==> src/rtl/tlbchk_pkg.sv <==
package tlbchk_pkg;

   typedef enum logic [1:0] {
      ACC_LOAD  = 2'd0,
      ACC_STORE = 2'd1,
      ACC_FETCH = 2'd2
   } acc_kind_e;

   localparam logic [11:0] EXC_NONE      = 12'h000;
   localparam logic [11:0] EXC_MISS_RD   = 12'h040;
   localparam logic [11:0] EXC_MISS_WR   = 12'h060;
   localparam logic [11:0] EXC_FIRST_WR  = 12'h080;
   localparam logic [11:0] EXC_PROT_RD   = 12'h0A0;
   localparam logic [11:0] EXC_PROT_WR   = 12'h0C0;
   localparam logic [11:0] EXC_ADDR_RD   = 12'h0E0;
   localparam logic [11:0] EXC_ADDR_WR   = 12'h100;
   localparam logic [11:0] EXC_MULTI     = 12'h140;

   typedef struct packed {
      logic        valid;
      logic        shared;
      logic [7:0]  asid;
      logic [21:0] vpn;
      logic [1:0]  size;
      logic [1:0]  prot;
      logic        dirty;
      logic [18:0] ppn;
   } tlb_entry_t;

   typedef struct packed {
      logic [1:0]  size;
      logic [1:0]  prot;
      logic        dirty;
      logic [18:0] ppn;
   } tlb_data_t;

   // Mask over VPN bits that take part in the compare for a page size.
   function automatic logic [21:0] vpn_keep(input logic [1:0] sz);
      case (sz)
         2'd0:    vpn_keep = 22'h3FFFFF;
         2'd1:    vpn_keep = 22'h3FFFFC;
         2'd2:    vpn_keep = 22'h3FFFC0;
         default: vpn_keep = 22'h3FFC00;
      endcase
   endfunction

endpackage

==> src/rtl/tlbchk_slot.sv <==
module tlbchk_slot
   import tlbchk_pkg::*;
(
   input  logic        clk,
   input  logic        rst_n,
   input  logic        wr_en,
   input  tlb_entry_t  wr_ent,
   input  logic [21:0] lk_vpn,
   input  logic [7:0]  lk_asid,
   input  logic        asid_chk,
   output logic        hit,
   output tlb_data_t   data_o
);

   tlb_entry_t ent_q;

   always_ff @(posedge clk or negedge rst_n) begin
      if (!rst_n) ent_q <= '0;
      else if (wr_en) ent_q <= wr_ent;
   end

   logic asid_ok;
   logic page_ok;

   always_comb begin
      asid_ok = !asid_chk || ent_q.shared || (ent_q.asid == lk_asid);
      page_ok = ((lk_vpn ^ ent_q.vpn) & vpn_keep(ent_q.size)) == 22'd0;
      hit     = ent_q.valid && asid_ok && page_ok;
      data_o  = '{size: ent_q.size, prot: ent_q.prot,
                  dirty: ent_q.dirty, ppn: ent_q.ppn};
   end

endmodule

==> src/rtl/tlbchk_array.sv <==
module tlbchk_array
   import tlbchk_pkg::*;
#(
   parameter int ENTRIES = 8,
   localparam int IDX_W = $clog2(ENTRIES)
) (
   input  logic             clk,
   input  logic             rst_n,
   input  logic             ld_en,
   input  logic [IDX_W-1:0] ld_idx,
   input  tlb_entry_t       ld_ent,
   input  logic [21:0]      lk_vpn,
   input  logic [7:0]       lk_asid,
   input  logic             asid_chk,
   output logic             hit_any,
   output logic             hit_multi,
   output tlb_data_t        hit_data
);

   logic [ENTRIES-1:0] hits;
   tlb_data_t          slot_data [ENTRIES];

   for (genvar g = 0; g < ENTRIES; g++) begin : g_slot
      tlbchk_slot slot_i (
         .clk      (clk),
         .rst_n    (rst_n),
         .wr_en    (ld_en && (ld_idx == IDX_W'(g))),
         .wr_ent   (ld_ent),
         .lk_vpn   (lk_vpn),
         .lk_asid  (lk_asid),
         .asid_chk (asid_chk),
         .hit      (hits[g]),
         .data_o   (slot_data[g])
      );
   end

   always_comb begin
      hit_data = '0;
      for (int i = 0; i < ENTRIES; i++) begin
         if (hits[i]) hit_data = hit_data | slot_data[i];
      end
      hit_any   = |hits;
      hit_multi = |(hits & (hits - ENTRIES'(1)));
   end

endmodule

==> src/rtl/tlbchk_fault.sv <==
module tlbchk_fault
   import tlbchk_pkg::*;
(
   input  logic [31:0] vaddr,
   input  acc_kind_e   kind,
   input  logic        priv,
   input  logic        xlate_en,
   input  logic        hit_any,
   input  logic        hit_multi,
   input  tlb_data_t   hd,
   output logic        ok,
   output logic [11:0] code,
   output logic [31:0] paddr,
   output logic        tbl_access
);

   logic        low_remap;
   logic        top_pass;
   logic        sq_win;
   logic        is_st;
   logic [31:0] off_mask;
   logic [31:0] hit_pa;

   always_comb begin
      low_remap = vaddr[31:30] == 2'b10;
      top_pass  = vaddr[31:29] == 3'b111;
      sq_win    = vaddr[31:26] == 6'b111000;
      is_st     = kind == ACC_STORE;
      off_mask  = {~vpn_keep(hd.size), 10'h3FF};
      hit_pa    = ({3'b000, hd.ppn, 10'h000} & ~off_mask) | (vaddr & off_mask);

      ok         = 1'b0;
      code       = EXC_NONE;
      paddr      = '0;
      tbl_access = 1'b0;

      if (low_remap || top_pass) begin
         if (!priv && !sq_win) begin
            code = is_st ? EXC_ADDR_WR : EXC_ADDR_RD;
         end else begin
            ok    = 1'b1;
            paddr = low_remap ? {3'b000, vaddr[28:0]} : vaddr;
         end
      end else if (!xlate_en) begin
         ok    = 1'b1;
         paddr = {3'b000, vaddr[28:0]};
      end else begin
         tbl_access = 1'b1;
         if (hit_multi)                  code = EXC_MULTI;
         else if (!hit_any)              code = is_st ? EXC_MISS_WR : EXC_MISS_RD;
         else if (!priv && !hd.prot[1])  code = is_st ? EXC_PROT_WR : EXC_PROT_RD;
         else if (is_st && !hd.prot[0])  code = EXC_PROT_WR;
         else if (is_st && !hd.dirty)    code = EXC_FIRST_WR;
         else begin
            ok    = 1'b1;
            paddr = hit_pa;
         end
      end
   end

endmodule

==> src/rtl/tlbchk_repl_ctr.sv <==
module tlbchk_repl_ctr #(
   parameter int ENTRIES = 8,
   parameter int CTR_W   = 6
) (
   input  logic             clk,
   input  logic             rst_n,
   input  logic             adv,
   input  logic [CTR_W-1:0] bound,
   output logic [CTR_W-1:0] ctr
);

   localparam logic [CTR_W:0] LAST = (CTR_W+1)'(ENTRIES - 1);

   logic [CTR_W:0] nxt;
   logic           wrap;

   always_comb begin
      nxt  = {1'b0, ctr} + 1'b1;
      wrap = ((bound != '0) && (nxt > {1'b0, bound})) || (nxt > LAST);
   end

   always_ff @(posedge clk or negedge rst_n) begin
      if (!rst_n)   ctr <= '0;
      else if (adv) ctr <= wrap ? '0 : nxt[CTR_W-1:0];
   end

endmodule

==> src/rtl/tlbchk_lookup.sv <==
module tlbchk_lookup
   import tlbchk_pkg::*;
#(
   parameter int ENTRIES = 8,
   parameter int CTR_W   = 6
) (
   input  logic                       clk,
   input  logic                       rst_n,
   input  logic                       req_valid,
   input  logic [31:0]                req_vaddr,
   input  logic [1:0]                 req_kind,
   input  logic                       priv_mode,
   input  logic                       priv_skip_asid,
   input  logic                       xlate_en,
   input  logic [7:0]                 cur_asid,
   input  logic [CTR_W-1:0]           wrap_bound,
   input  logic                       ld_en,
   input  logic [$clog2(ENTRIES)-1:0] ld_idx,
   input  logic [21:0]                ld_vpn,
   input  logic [7:0]                 ld_asid,
   input  logic [18:0]                ld_ppn,
   input  logic [1:0]                 ld_size,
   input  logic                       ld_valid,
   input  logic                       ld_shared,
   input  logic [1:0]                 ld_prot,
   input  logic                       ld_dirty,
   output logic                       rsp_valid,
   output logic                       rsp_ok,
   output logic [11:0]                rsp_code,
   output logic [31:0]                rsp_paddr,
   output logic [CTR_W-1:0]           repl_ctr
);

   if (ENTRIES < 2 || ENTRIES > 64) begin : g_bad_entries
      $error("tlbchk_lookup: ENTRIES must be in 2..64");
   end
   if (ENTRIES > (1 << CTR_W)) begin : g_bad_ctr
      $error("tlbchk_lookup: CTR_W too narrow for ENTRIES");
   end

   tlb_entry_t ld_ent;
   logic       asid_chk;
   logic       hit_any;
   logic       hit_multi;
   tlb_data_t  hit_data;
   logic       f_ok;
   logic [11:0] f_code;
   logic [31:0] f_paddr;
   logic        tbl_access;

   always_comb begin
      ld_ent   = '{valid: ld_valid, shared: ld_shared, asid: ld_asid,
                   vpn: ld_vpn, size: ld_size, prot: ld_prot,
                   dirty: ld_dirty, ppn: ld_ppn};
      asid_chk = !priv_skip_asid || !priv_mode;
   end

   tlbchk_array #(.ENTRIES(ENTRIES)) array_i (
      .clk       (clk),
      .rst_n     (rst_n),
      .ld_en     (ld_en),
      .ld_idx    (ld_idx),
      .ld_ent    (ld_ent),
      .lk_vpn    (req_vaddr[31:10]),
      .lk_asid   (cur_asid),
      .asid_chk  (asid_chk),
      .hit_any   (hit_any),
      .hit_multi (hit_multi),
      .hit_data  (hit_data)
   );

   tlbchk_fault fault_i (
      .vaddr      (req_vaddr),
      .kind       (acc_kind_e'(req_kind)),
      .priv       (priv_mode),
      .xlate_en   (xlate_en),
      .hit_any    (hit_any),
      .hit_multi  (hit_multi),
      .hd         (hit_data),
      .ok         (f_ok),
      .code       (f_code),
      .paddr      (f_paddr),
      .tbl_access (tbl_access)
   );

   tlbchk_repl_ctr #(.ENTRIES(ENTRIES), .CTR_W(CTR_W)) ctr_i (
      .clk   (clk),
      .rst_n (rst_n),
      .adv   (req_valid && tbl_access),
      .bound (wrap_bound),
      .ctr   (repl_ctr)
   );

   always_ff @(posedge clk or negedge rst_n) begin
      if (!rst_n) begin
         rsp_valid <= 1'b0;
         rsp_ok    <= 1'b0;
         rsp_code  <= '0;
         rsp_paddr <= '0;
      end else begin
         rsp_valid <= req_valid;
         if (req_valid) begin
            rsp_ok    <= f_ok;
            rsp_code  <= f_code;
            rsp_paddr <= f_paddr;
         end
      end
   end

endmodule

==> config.mk <==
export PLATFORM = sky130hd
export DESIGN_NAME = tlbchk_lookup
export DESIGN_NICKNAME = d
export VERILOG_FILES = /design/src/rtl/tlbchk_pkg.sv /design/src/rtl/tlbchk_slot.sv /design/src/rtl/tlbchk_array.sv /design/src/rtl/tlbchk_fault.sv /design/src/rtl/tlbchk_repl_ctr.sv /design/src/rtl/tlbchk_lookup.sv
export SDC_FILE = /design/constraint.sdc
export NUM_CORES = 1
export LEC_CHECK = 0
export CAP_MARGIN = 20
export CORE_MARGIN = 5
export CORE_UTILIZATION = 45
export CTS_CLUSTER_DIAMETER = 60
export CTS_CLUSTER_SIZE = 8
export DETAILED_ROUTE_END_ITERATION = 10
export DONT_BUFFER_PORTS = 1
export SYNTH_ARGS = -nofsm -noshare
export SYNTH_HDL_FRONTEND = slang
export SYNTH_SLANG_ARGS = --single-unit
==> constraint.sdc <==
create_clock -name clk -period 9.1 [get_ports clk]
set_input_delay 0 -clock clk [delete_from_list [all_inputs] [get_ports clk]]
set_output_delay 0 -clock clk [all_outputs]
set_load 0.05 [all_outputs]
**Yosys cells after proc, flatten, opt, wreduce, memory -nomap -nowiden**

Index checks and enable logic that the tools add are counted.

- Bitwise operators: 29
- Order comparisons: 2
- Add/subtract/negate cells: 2
- Equal/unequal tests: 37
- Muxes and demuxes: 48
- Reduce and logical (&&, ||, !) cells: 77

Operators by type and width:

| operator | count |
|---|---|
| 32-bit 2-to-1 mux | 9 |
| 10-bit one-hot mux with 3 select lines | 9 |
| 24-bit 2-to-1 mux | 8 |
| 22-bit AND | 8 |
| 22-bit zero test | 8 |
| 22-bit bitwise XOR | 8 |
| 24-bit bitwise OR | 7 |
| 12-bit 2-to-1 mux | 7 |
| 8-bit equality test | 8 |
| 29-bit by 32-bit AND with 32-bit output | 1 |
| 32-bit AND | 1 |
| 32-bit NOT | 1 |
| 32-bit bitwise OR | 1 |
| 1-bit logical AND | 30 |
| 22-bit NOT | 1 |
| 2-bit by 1-bit equality test with 1-bit output, second input constant | 10 |
| 2-bit equality test, second input constant | 10 |
| 1-bit logical OR | 19 |
| 2-bit zero test | 9 |
| 8-bit OR reduction | 2 |
| 3-bit equality test, second input constant | 5 |
| 6-bit 2-to-1 mux | 2 |
| 1-bit 2-to-1 mux | 10 |
| 9-bit 2-to-1 mux | 1 |
| 13 further kinds | 20 |

- Output and inout bits: 52
- Register bits after elaboration: 500
- Word-level logic and storage cells: 264
- Input bits: 114

**Longest topological paths before layout**

Gate-level depths: netlist of run 1.

- Depth in word-level cells: 35
- Gate-level depth with buffers: 14
- Mapped depth without buffers: 14

**Cells and area by module**

From an unflattened synthesis of run 1, not the netlist that was laid out.

- Cells, all modules: 1928
- Area total of the unflattened synthesis: 25204.2 um2

By module, submodules not included:

| module | times used | seq. area each (um2) | area an instance (um2) | cells an instance |
|---|---|---|---|---|
| tlbchk_slot | 8 | 1401.3 | 2601.2 | 186 |
| tlbchk_lookup | 1 | 1151.1 | 1905.6 | 98 |
| tlbchk_array | 1 | 0.0 | 1122.3 | 168 |
| tlbchk_fault | 1 | 0.0 | 747.0 | 104 |
| tlbchk_repl_ctr | 1 | 150.1 | 619.3 | 70 |

**Least setup slack after synthesis of run 1**

Ideal clock, no wire load.

- Path type: flip-flop to flip-flop
- From: register array_i.g_slot[2].slot_i.ent_q[41] (netlist bit)
- To: register rsp_paddr[13]
- Arrival: 3.046 ns
- Data required time: 9.033 ns
- Buffers on the path: 0
- Library setup time: 0.067 ns
- Path slack: 5.987 ns
- Cell stages (with the launch flop): 11
- Period minus slack after synthesis: 3.113 ns
- Path through: dfrtp_1 -> xnor2_1 -> nand3_1 -> or4_4 -> nor4_4 -> nor4_2 -> or3b_1 -> o221a_1 -> or4b_1 -> o21ai_1 -> mux2_2

- Cells in the longest elaborated chain, start to end: 28
- Elaborated cells between the ends (all ways): 41
- Classes of those cells: 1 x add/sub; 2 x eq/ne; 14 x mux; 13 x bitwise; 11 x reduce/logical

RTL lines:

| what | line | RTL |
|---|---|---|
| start, declared | tlbchk_slot.sv:15 | `tlb_entry_t ent_q;` |
| start signal, assigned | tlbchk_slot.sv:19 | `else if (wr_en) ent_q <= wr_ent;` |
| 22-bit bitwise XOR * | tlbchk_slot.sv:27 | `page_ok = ((lk_vpn ^ ent_q.vpn) & vpn_keep(ent_q.size)) == 22'd0;` |
| 22-bit AND * | tlbchk_slot.sv:27 |  |
| 22-bit zero test * | tlbchk_slot.sv:27 |  |
| 1-bit logical AND * | tlbchk_slot.sv:28 | `hit = ent_q.valid && asid_ok && page_ok;` |
| 24-bit 2-to-1 mux | tlbchk_array.sv:40 | `if (hits[i]) hit_data = hit_data \| slot_data[i];` |
| 24-bit bitwise OR | tlbchk_array.sv:40 |  |
| 24-bit 2-to-1 mux | tlbchk_array.sv:40 |  |
| 24-bit bitwise OR | tlbchk_array.sv:40 |  |
| [12 not listed] | - |  |
| 32-bit bitwise OR | tlbchk_fault.sv:30 | `hit_pa = ({3'b000, hd.ppn, 10'h000} & ~off_mask) \| (vaddr & off_mask);` |
| 32-bit 2-to-1 mux | tlbchk_fault.sv:53 | `else if (is_st && !hd.dirty) code = EXC_FIRST_WR;` |
| 32-bit 2-to-1 mux | tlbchk_fault.sv:52 | `else if (is_st && !hd.prot[0]) code = EXC_PROT_WR;` |
| 32-bit 2-to-1 mux | tlbchk_fault.sv:51 | `else if (!priv && !hd.prot[1]) code = is_st ? EXC_PROT_WR : EXC_PROT_RD;` |
| 32-bit 2-to-1 mux | tlbchk_fault.sv:50 | `else if (!hit_any) code = is_st ? EXC_MISS_WR : EXC_MISS_RD;` |
| 32-bit 2-to-1 mux * | tlbchk_fault.sv:49 | `if (hit_multi) code = EXC_MULTI;` |
| 32-bit 2-to-1 mux * | tlbchk_fault.sv:44 | `end else if (!xlate_en) begin` |
| 32-bit 2-to-1 mux * | tlbchk_fault.sv:37 | `if (low_remap \|\| top_pass) begin` |
| end signal, assigned | tlbchk_lookup.sv:105 | `rsp_paddr <= f_paddr;` |
| end, declared | tlbchk_lookup.sv:30 | `output logic [31:0] rsp_paddr,` |

Mark *: on every way between the ends. The rest lies on a longest branch, timed or not.
A chain may end at the register's enable or synchronous reset.

**Final worst setup path of run 1**

- From: register array_i.g_slot[0].slot_i.ent_q[46] (netlist bit)
- To: register rsp_paddr[26]

- Cells in the longest elaborated chain, start to end: 28
- Elaborated cells between the ends (all ways): 38
- Classes of those cells: 1 x add/sub; 1 x eq/ne; 15 x mux; 10 x bitwise; 11 x reduce/logical

RTL lines:

| what | line | RTL |
|---|---|---|
| start, declared | tlbchk_slot.sv:15 |  |
| start signal, assigned | tlbchk_slot.sv:19 |  |
| 8-bit equality test * | tlbchk_slot.sv:26 | `asid_ok = !asid_chk \|\| ent_q.shared \|\| (ent_q.asid == lk_asid);` |
| 1-bit logical OR * | tlbchk_slot.sv:26 |  |
| 1-bit logical AND * (2 in series) | tlbchk_slot.sv:28 |  |
| 24-bit 2-to-1 mux | tlbchk_array.sv:40 |  |
| 24-bit bitwise OR | tlbchk_array.sv:40 |  |
| 24-bit 2-to-1 mux | tlbchk_array.sv:40 |  |
| 24-bit bitwise OR | tlbchk_array.sv:40 |  |
| 24-bit 2-to-1 mux | tlbchk_array.sv:40 |  |
| [11 not listed] | - |  |
| 32-bit bitwise OR / 1-bit logical AND (equally long branches) | tlbchk_fault.sv:30, tlbchk_fault.sv:53 |  |
| 32-bit 2-to-1 mux | tlbchk_fault.sv:53 |  |
| 32-bit 2-to-1 mux | tlbchk_fault.sv:52 |  |
| 32-bit 2-to-1 mux | tlbchk_fault.sv:51 |  |
| 32-bit 2-to-1 mux | tlbchk_fault.sv:50 |  |
| 32-bit 2-to-1 mux * | tlbchk_fault.sv:49 |  |
| 32-bit 2-to-1 mux * | tlbchk_fault.sv:44 |  |
| 32-bit 2-to-1 mux * | tlbchk_fault.sv:37 |  |

Marks and branches as above.

==> summary.md, run 1 <==
| Metric | Value |
|---|---|
| CTS tree | `done` |
| Synth Flop Type | `dfrtp_1` |
| Area of the multi-input gates | `0.0107 mm^2` |
| Post-synth top area share | `52.3%` |
| Initial antenna violation count | `6` |
| Leakage power | `11.3 nW` |
| Final hold violation count | `492` |
| Vias in the first global route | `16.1k` |
| RSZ-0062 raised after global routing | `no` |
| Port Buf Inserts | `0` |
| Final setup TNS | `0 ns` |
| Most frequent cells in the layout | `dfrtp_1, mux2_2, xnor2_1` |
| Setup bufs post-CTS | `0` |
| # DRC | `0` |
| Max frequency | `0.217 GHz` |
| Hold buffer count at cts | `114` |
| Failing checks | `negative hold slack, max-slew violations` |
| Endpoints failing setup | `0` |
| Ys async rst share | `100%` |
| Drt pass-1 iters | `8` |
| Die H | `239 um` |
| CP startpoint | `array_i.g_slot[0].slot_i.ent_q[46]` |
| Initial Util | `45.6%` |
| Final hold slack | `-0.896 ns` |
| Sequential share of the synthesized area | `a little over half` |
| Placer congestion estimate | `around 0.91` |
| Hold Crit Class | `input pin to async pin` |
| Layout cells sized above 1 | `29.7%` |
| Fin nets | `approximately 2.1k` |
| Clock buffer count from CTS | `72` |
| Core area | `0.0516 mm^2` |
| Period minus WS final | `4.60 ns` |
| R2R depth | `11` |
| FF+latch area | `about 0.012 mm^2` |
| Gr ovfl total | `0` |
| Post-CTS sizing | `0` |
| VDD IR max | `0.149 mV` |
| DP Cell Count | `around 2.4k` |
| Largest net degree at the start of global routing | `approximately 490` |
| Clock sinks | `492` |
| Final Cycle Share | `50.6%` |
| Clock Path Buffers | `3` |
| Crit path required time | `9.63 ns` |
| P&R area growth vs syn | `15.7%` |
| Slew headroom | `-15.8%` |
| CP Data Arrival Time | `5.13 ns` |
| Power per cell area | `236 mW/mm^2` |
| Reg2Reg Capture Point | `rsp_paddr[26]` |
| Crit path kind | `flop to flop` |
| Htree depth | `3` |
| Commonest non-fill, non-tap cell in the layout | `dfrtp_1` |
| Clock latency on the worst-skew pair | `roughly 0.6 ns` |
| Clock transition at path regs | `around 0.050 ns` |
| Cell variety after synth | `72` |
| Synthesis-stage register bit count | `around 490` |
| Post-synth EDFFs | `0` |
| Clock skew | `0.0191 ns` |
| Total Power | `0.00642 W` |
| CP Capture Point | `rsp_paddr[26]` |
| Finished Layout Cells | `2,629` |
| Critical Path Fanout Max | `13` |
| Status | `finished with violations` |
| Least-Margin Pin Slew | `1.74 ns` |
| Synth top area cells | `dfrtp_1, mux2_2, xnor2_1` |
| Die X | `239 um` |
| Filler instances | `4,425` |
| Reg2reg start | `array_i.g_slot[0].slot_i.ent_q[46]` |
| Reg2reg setup slack | `4.50 ns` |
| Die ar. | `0.0570 mm^2` |
| Avg Synthesized Cell Area | `12.8 um^2` |
| Avg WL per Cell | `25.7 um` |
| Vias | `15.5k` |
| Startpoint Class | `flop` |
| Iteration-0 DRC Markers | `1,076` |
| First-pass GRT wire length | `102,000 um` |
| Total track usage | `about a quarter` |
| Mapped Cells | `1,837` |
| Wirelength, routed | `67,500 um` |
| Yosys top cell by area | `dfrtp_1` |
| Detail Placement HPWL | `a little over 40,000 um` |
| Clk root buf | `clkbuf_16` |
| Slew Limit Fails | `154` |
| Post-Syn Area | `0.0236 mm^2` |
| Synth warn | `0` |
| Std-Cell Rows | `between 80 and 90` |
| Vias per cell | `5.89` |
| # IOs | `166` |
| Element type at the critical path end | `flop` |
| Final ANT Viol Nets | `0` |
| Max cap viols | `0` |
-- cell families (layout without fill, tap and decap cells) --
family	count (synthesis)	after routing	share of synthesized area, %
other cells	1	15	0.0159
compound gates	195	195	6.54
flops	492	492	52.3
mux	465	465	22.1
fa+ha+maj	9	9	0.468
xor+xnor	245	245	9.11
buf+inv	139	237	2.62
simple gates	291	291	6.82
-- metrics by stage --
stage | utilization [%] | setup WS [ns] | area [um^2]
detailed placement | 46.7 | 4.98 | 24100
floorplan | - | 5.99 | 23600
finish | 52.8 | 4.50 | 27200
global route | 52.8 | 4.29 | 27200
global placement | 46.7 | 5.00 | 24100
CTS | 52.7 | 4.57 | 27200
-- flip-flops by register name, summed over array words and instances, names as in the netlist --
register,flops
rsp_ok,1
rsp_code,4
rsp_paddr,32
ctr_i.ctr,6
rsp_valid,1
array_i.g_slot.slot_i.ent_q,256
array_i.g_slot.slot_i.data_o,192
-- power by group --
part	switching (W)	total, W	internal [W]	leakage, nW
sequential	0.000380	0.00303	0.00265	5.93
combinational	0.000405	0.00101	0.000603	4.38
clock	0.000943	0.00238	0.00144	0.957
-- metal layers --
layer,wire (um),track usage (%),share of wire (%),vias to the layer above
met3,4310,5.31,6.4,129
li1,-,-,-,6848
met4,2130,7.44,3.2,2
met2,32000,38.1,47,469
met5,17,0,0.025,-
met1,29100,31.6,43,8026
-- synth_stat cells (all sizes together) (16+ instances only) --
library cell and number:
dfrtp 492, mux2 448, xnor2 140, xor2 105, clkbuf 77, nand2 64
nor2 54, buf 44, a22oi 38, nor4 36, nand4 30, o21ai 25
a222oi 24, nand3 22, inv 18, mux2i 17, a221oi 16
-- layout make-up --
| class | count | share of cell area [%] |
|---|---|---|
| inverters | 18 | 0.248 |
| multi-input cells | 1213 | 39.4 |
| clock buffers | 77 | 6.83 |
| repair buffers | 135 | 4.83 |
| well taps | 680 | 3.12 |
| diodes | 7 | 0.0643 |
| flip-flops and latches | 492 | 45.2 |
| clock inverters | 7 | 0.335 |
-- critical path: stages (launching register included) --
cell,delay (ns)
dfrtp_1,0.39
xnor2_1,0.15
nand4_1,0.19
o21ai_0,0.62
and4b_1,0.91
nor4_2,0.18
or3b_1,0.40
o221a_1,0.28
o41ai_2,0.25
a21oi_2,0.23
a221oi_2,0.33
dlygate4sd3_1,0.58
-- worst min-delay path by stage --
stage	slack, ns	start	endpoint	cells after the start
global route	-0.92	rst_n	array_i.g_slot[1].slot_i.data_o[10]	0
floorplan	-0.30	rst_n	array_i.g_slot[0].slot_i.data_o[0]	0
global placement	-0.27	rst_n	array_i.g_slot[1].slot_i.data_o[10]	0
finish	-0.90	rst_n	array_i.g_slot[7].slot_i.data_o[10]	0
CTS	-0.90	rst_n	array_i.g_slot[6].slot_i.data_o[15]	0
detailed placement	-0.27	rst_n	array_i.g_slot[3].slot_i.data_o[10]	0
Note: power is estimated with default switching activity, not from simulation.
==> inputs of run 2 (changes only) <==
==> constraint.sdc (replaced) <==
create_clock -name clk -period 4.2 [get_ports clk]
set_input_delay 0 -clock clk [delete_from_list [all_inputs] [get_ports clk]]
set_output_delay 0 -clock clk [all_outputs]
set_load 0.05 [all_outputs]
==> run 2 against run 1 <==
Against the previous run: the flow finishes with violations (negative hold slack); sequential power grew 120%; combinational power grew 120%; maximum frequency grew 15%; register-to-register slack lost 4.3 ns; global-route usage is essentially flat; clock power grew 120%; cell count grew 0.34%; non-clock buffer count grew 12; power grew 120%; hold slack is essentially flat; die area is the same; largest power group unchanged.
==> summary.md, run 2 (same netlist as run 1, synthesis figures left out) <==
| Metric | Value |
|---|---|
| # DRC | `0 (unchanged)` |
| Endpoints failing setup | `0 (unchanged)` |
| Std-Cell Rows | `83 (unchanged)` |
| Clk root buf | `clkbuf_16` |
| Commonest non-fill, non-tap cell in the layout | `dfrtp_1` |
| Status | `finished with violations` |
| CP Capture Point | `rsp_paddr[23]` |
| First-pass GRT wire length | `102,000 um (about the same)` |
| P&R area growth vs syn | `16.6%` |
| Placer congestion estimate | `0.883 (-2.5%)` |
| CP Data Arrival Time | `4.53 ns (-0.60 ns)` |
| Max cap viols | `0 (unchanged)` |
| Element type at the critical path end | `flop` |
| Detail Placement HPWL | `42,200 um (+1.5%)` |
| Fin nets | `2,067 (+0.63%)` |
| Buf/Inv on CP | `1 (unchanged)` |
| Worst setup margin | `0.210 ns (-4.29 ns)` |
| Iteration-0 DRC Markers | `1,248 (+16%)` |
| Layout cells sized above 1 | `31.4% (+1.7 points)` |
| Hold Crit Class | `input pin to async pin` |
| # IOs | `166 (unchanged)` |
| CP startpoint | `array_i.g_slot[7].slot_i.ent_q[35]` |
| Reg2Reg Capture Point | `rsp_paddr[23]` |
| Max frequency | `0.251 GHz (+15%)` |
| Clock sinks | `492 (unchanged)` |
| Crit path required time | `4.74 ns (-4.89 ns)` |
| Sw Share | `26.5% (-0.43 points)` |
| Net load switching power | `0.00373 W (+120%)` |
| Final hold slack | `-0.895 ns (+0.000207 ns)` |
| Largest net degree at the start of global routing | `493 (unchanged)` |
| Least-Margin Pin Slew | `1.02 ns (-0.714 ns)` |
| CTS tree | `done` |
| Final ANT Viol Nets | `0 (unchanged)` |
| Seq pwr share | `46.5% (-0.7 points)` |
| Slew headroom | `31.9% (+48 points)` |
| Failing checks | `negative hold slack` |
| Initial Util | `45.6% (unchanged)` |
| DP Cell Count | `2,442 (+0.78%)` |
| Slew Limit Fails | `0 (-100%)` |
| R2R depth | `11 (unchanged)` |
| Finished Layout Cells | `2,638 (+0.34%)` |
| Critical path depth in cells | `11 (unchanged)` |
| Period minus WS final | `3.99 ns (-0.615 ns)` |
| Power per cell area | `513 mW/mm^2 (+120%)` |
| Clock skew | `0.0299 ns (+0.0108 ns)` |
| Clock latency on the worst-skew pair | `0.60 ns (about the same)` |
| Crit path kind | `flop to flop` |
| Initial antenna violation count | `4 (-2)` |
| Post-place setup slack | `0.489 ns (-4.49 ns)` |
| Worst path max stage delay | `0.63 ns (-0.28 ns)` |
| Total track usage | `23.5% (about the same)` |
| Clock power frac | `37.6% (+0.5 points)` |
| Htree depth | `3 (unchanged)` |
| Vias in the first global route | `15.9k (-0.72%)` |
| Filler instances | `4,417 (-0.18%)` |
| Critical Path Fanout Max | `9 (-4)` |
| Final Cycle Share | `95.0% (+44 points)` |
| Clock transition at path regs | `0.05 ns (about the same)` |
| CP delay by family, top | `simple AND/OR/NAND/NOR gates` |
| Vias per cell | `5.89 (about the same)` |
| Reg2reg setup slack | `0.21 ns (-4.29 ns)` |
| Gr ovfl total | `0 (unchanged)` |
| Comb power frac | `15.9% (+0.2 points)` |
| Die H | `239 um (unchanged)` |
| Drt pass-1 iters | `7 (-1)` |
| Die ar. | `0.0570 mm^2 (unchanged)` |
| Most frequent cells in the layout | `dfrtp_1, mux2_2, xnor2_1` |
| VDD IR max | `0.351 mV (+140%)` |
| Core area | `0.0516 mm^2 (unchanged)` |
| Total Power | `0.0141 W (+120%)` |
| Port Buf Inserts | `0 (unchanged)` |
| Vias | `15.5k (+0.33%)` |
| Die X | `239 um (unchanged)` |
| Crit-path cells | `xnor2_1, nand4_1, or4_1, or2_2, nor4_2, a2111oi_0, and4_1, o41ai_4, a21oi_4, a211oi_1, dlygate4sd3_1` |
| Clock buffer count from CTS | `73 (+1.4%)` |
| Startpoint Class | `flop` |
| Avg WL per Cell | `25.6 um (-0.32%)` |
| Final core utilization | `53.2% (+0.42 points)` |
| Slowest-stage cell, CP | `or4_1` |
| Leakage power | `11.4 nW (+1.1%)` |
| Final hold violation count | `492 (unchanged)` |
| Clock Path Buffers | `3 (unchanged)` |
| Largest register FFs | `256 (unchanged)` |
| Wirelength, routed | `67,500 um (about the same)` |
| Reg2reg start | `array_i.g_slot[7].slot_i.ent_q[35]` |
| Largest register by flop count | `array_i.g_slot.slot_i.ent_q` |
| Int Pwr | `0.0104 W (+120%)` |
-- run 2: stage by stage --
| stage | setup TNS (ns) | instance area (um^2) |
|---|---|---|
| 2_1_floorplan | 0 | 23600 |
| 3_3_place_gp | 0 | 24200 |
| 3_5_place_dp | 0 | 24200 |
| 4_1_cts | 0 | 27300 |
| 5_1_grt | -0.0494 | 27500 |
| 6_report | 0 | 27500 |
-- run 2: final cells by class --
class / count / area (um^2) / area share (%)
clock buffers: 80 / 1950 / 7.09
well taps: 680 / 851 / 3.10
multi-input cells: 1213 / 10800 / 39.4
diodes: 2 / 5.00 / 0.0182
flip-flops and latches: 492 / 12300 / 44.8
clock inverters: 6 / 66.3 / 0.241
inverters: 18 / 67.6 / 0.246
repair buffers: 147 / 1390 / 5.07
-- run 2: worst reg2reg max path, delay by kind of cell (launching register included) --
kind,cells,cell delay (ns)
buffers and inverters,1,0.58
XOR/XNOR,1,0.14
flip-flops,1,0.39
AND/OR/NAND/NOR,5,1.76
AO/OA/AOI/OAI,4,1.06
-- run 2: worst min-delay path by stage --
stage           from                             endpoint  depth (start not counted)
6_report       rst_n  array_i.g_slot[3].slot_i.data_o[15]                          0
4_1_cts        rst_n  array_i.g_slot[1].slot_i.data_o[15]                          0
3_5_place_dp   rst_n  array_i.g_slot[1].slot_i.data_o[15]                          0
3_3_place_gp   rst_n  array_i.g_slot[1].slot_i.data_o[15]                          0
5_1_grt        rst_n  array_i.g_slot[3].slot_i.data_o[15]                          0
2_1_floorplan  rst_n   array_i.g_slot[0].slot_i.data_o[0]                          0
-- run 2: per-layer routing --
layer	GRT usage, %	up-vias	share of wire (%)
met1	32.0	8026	43
li1	-	6882	-
met2	36.6	473	46
met4	8.12	4	3.2
met3	6.25	140	7.4
met5	0	-	0.040
-- run 2: power groups by stage --
stage	combinational (W)	sequential, W	clock [W]
finish	0.00224	0.00655	0.00529
global route	0.00245	0.00668	0.00561
CTS	0.00222	0.00655	0.00541
detailed placement	0.00203	0.00662	0
global placement	0.00197	0.00657	0
floorplan	0.00174	0.00646	0
-- run 2: what timing repair did --
action                     4_1_cts  5_1_grt
hold buffers                   104        1
setup endpoints to repair        0        7
hold endpoints to repair       984      493
setup buffers                    0        2
gates resized for setup          0       20
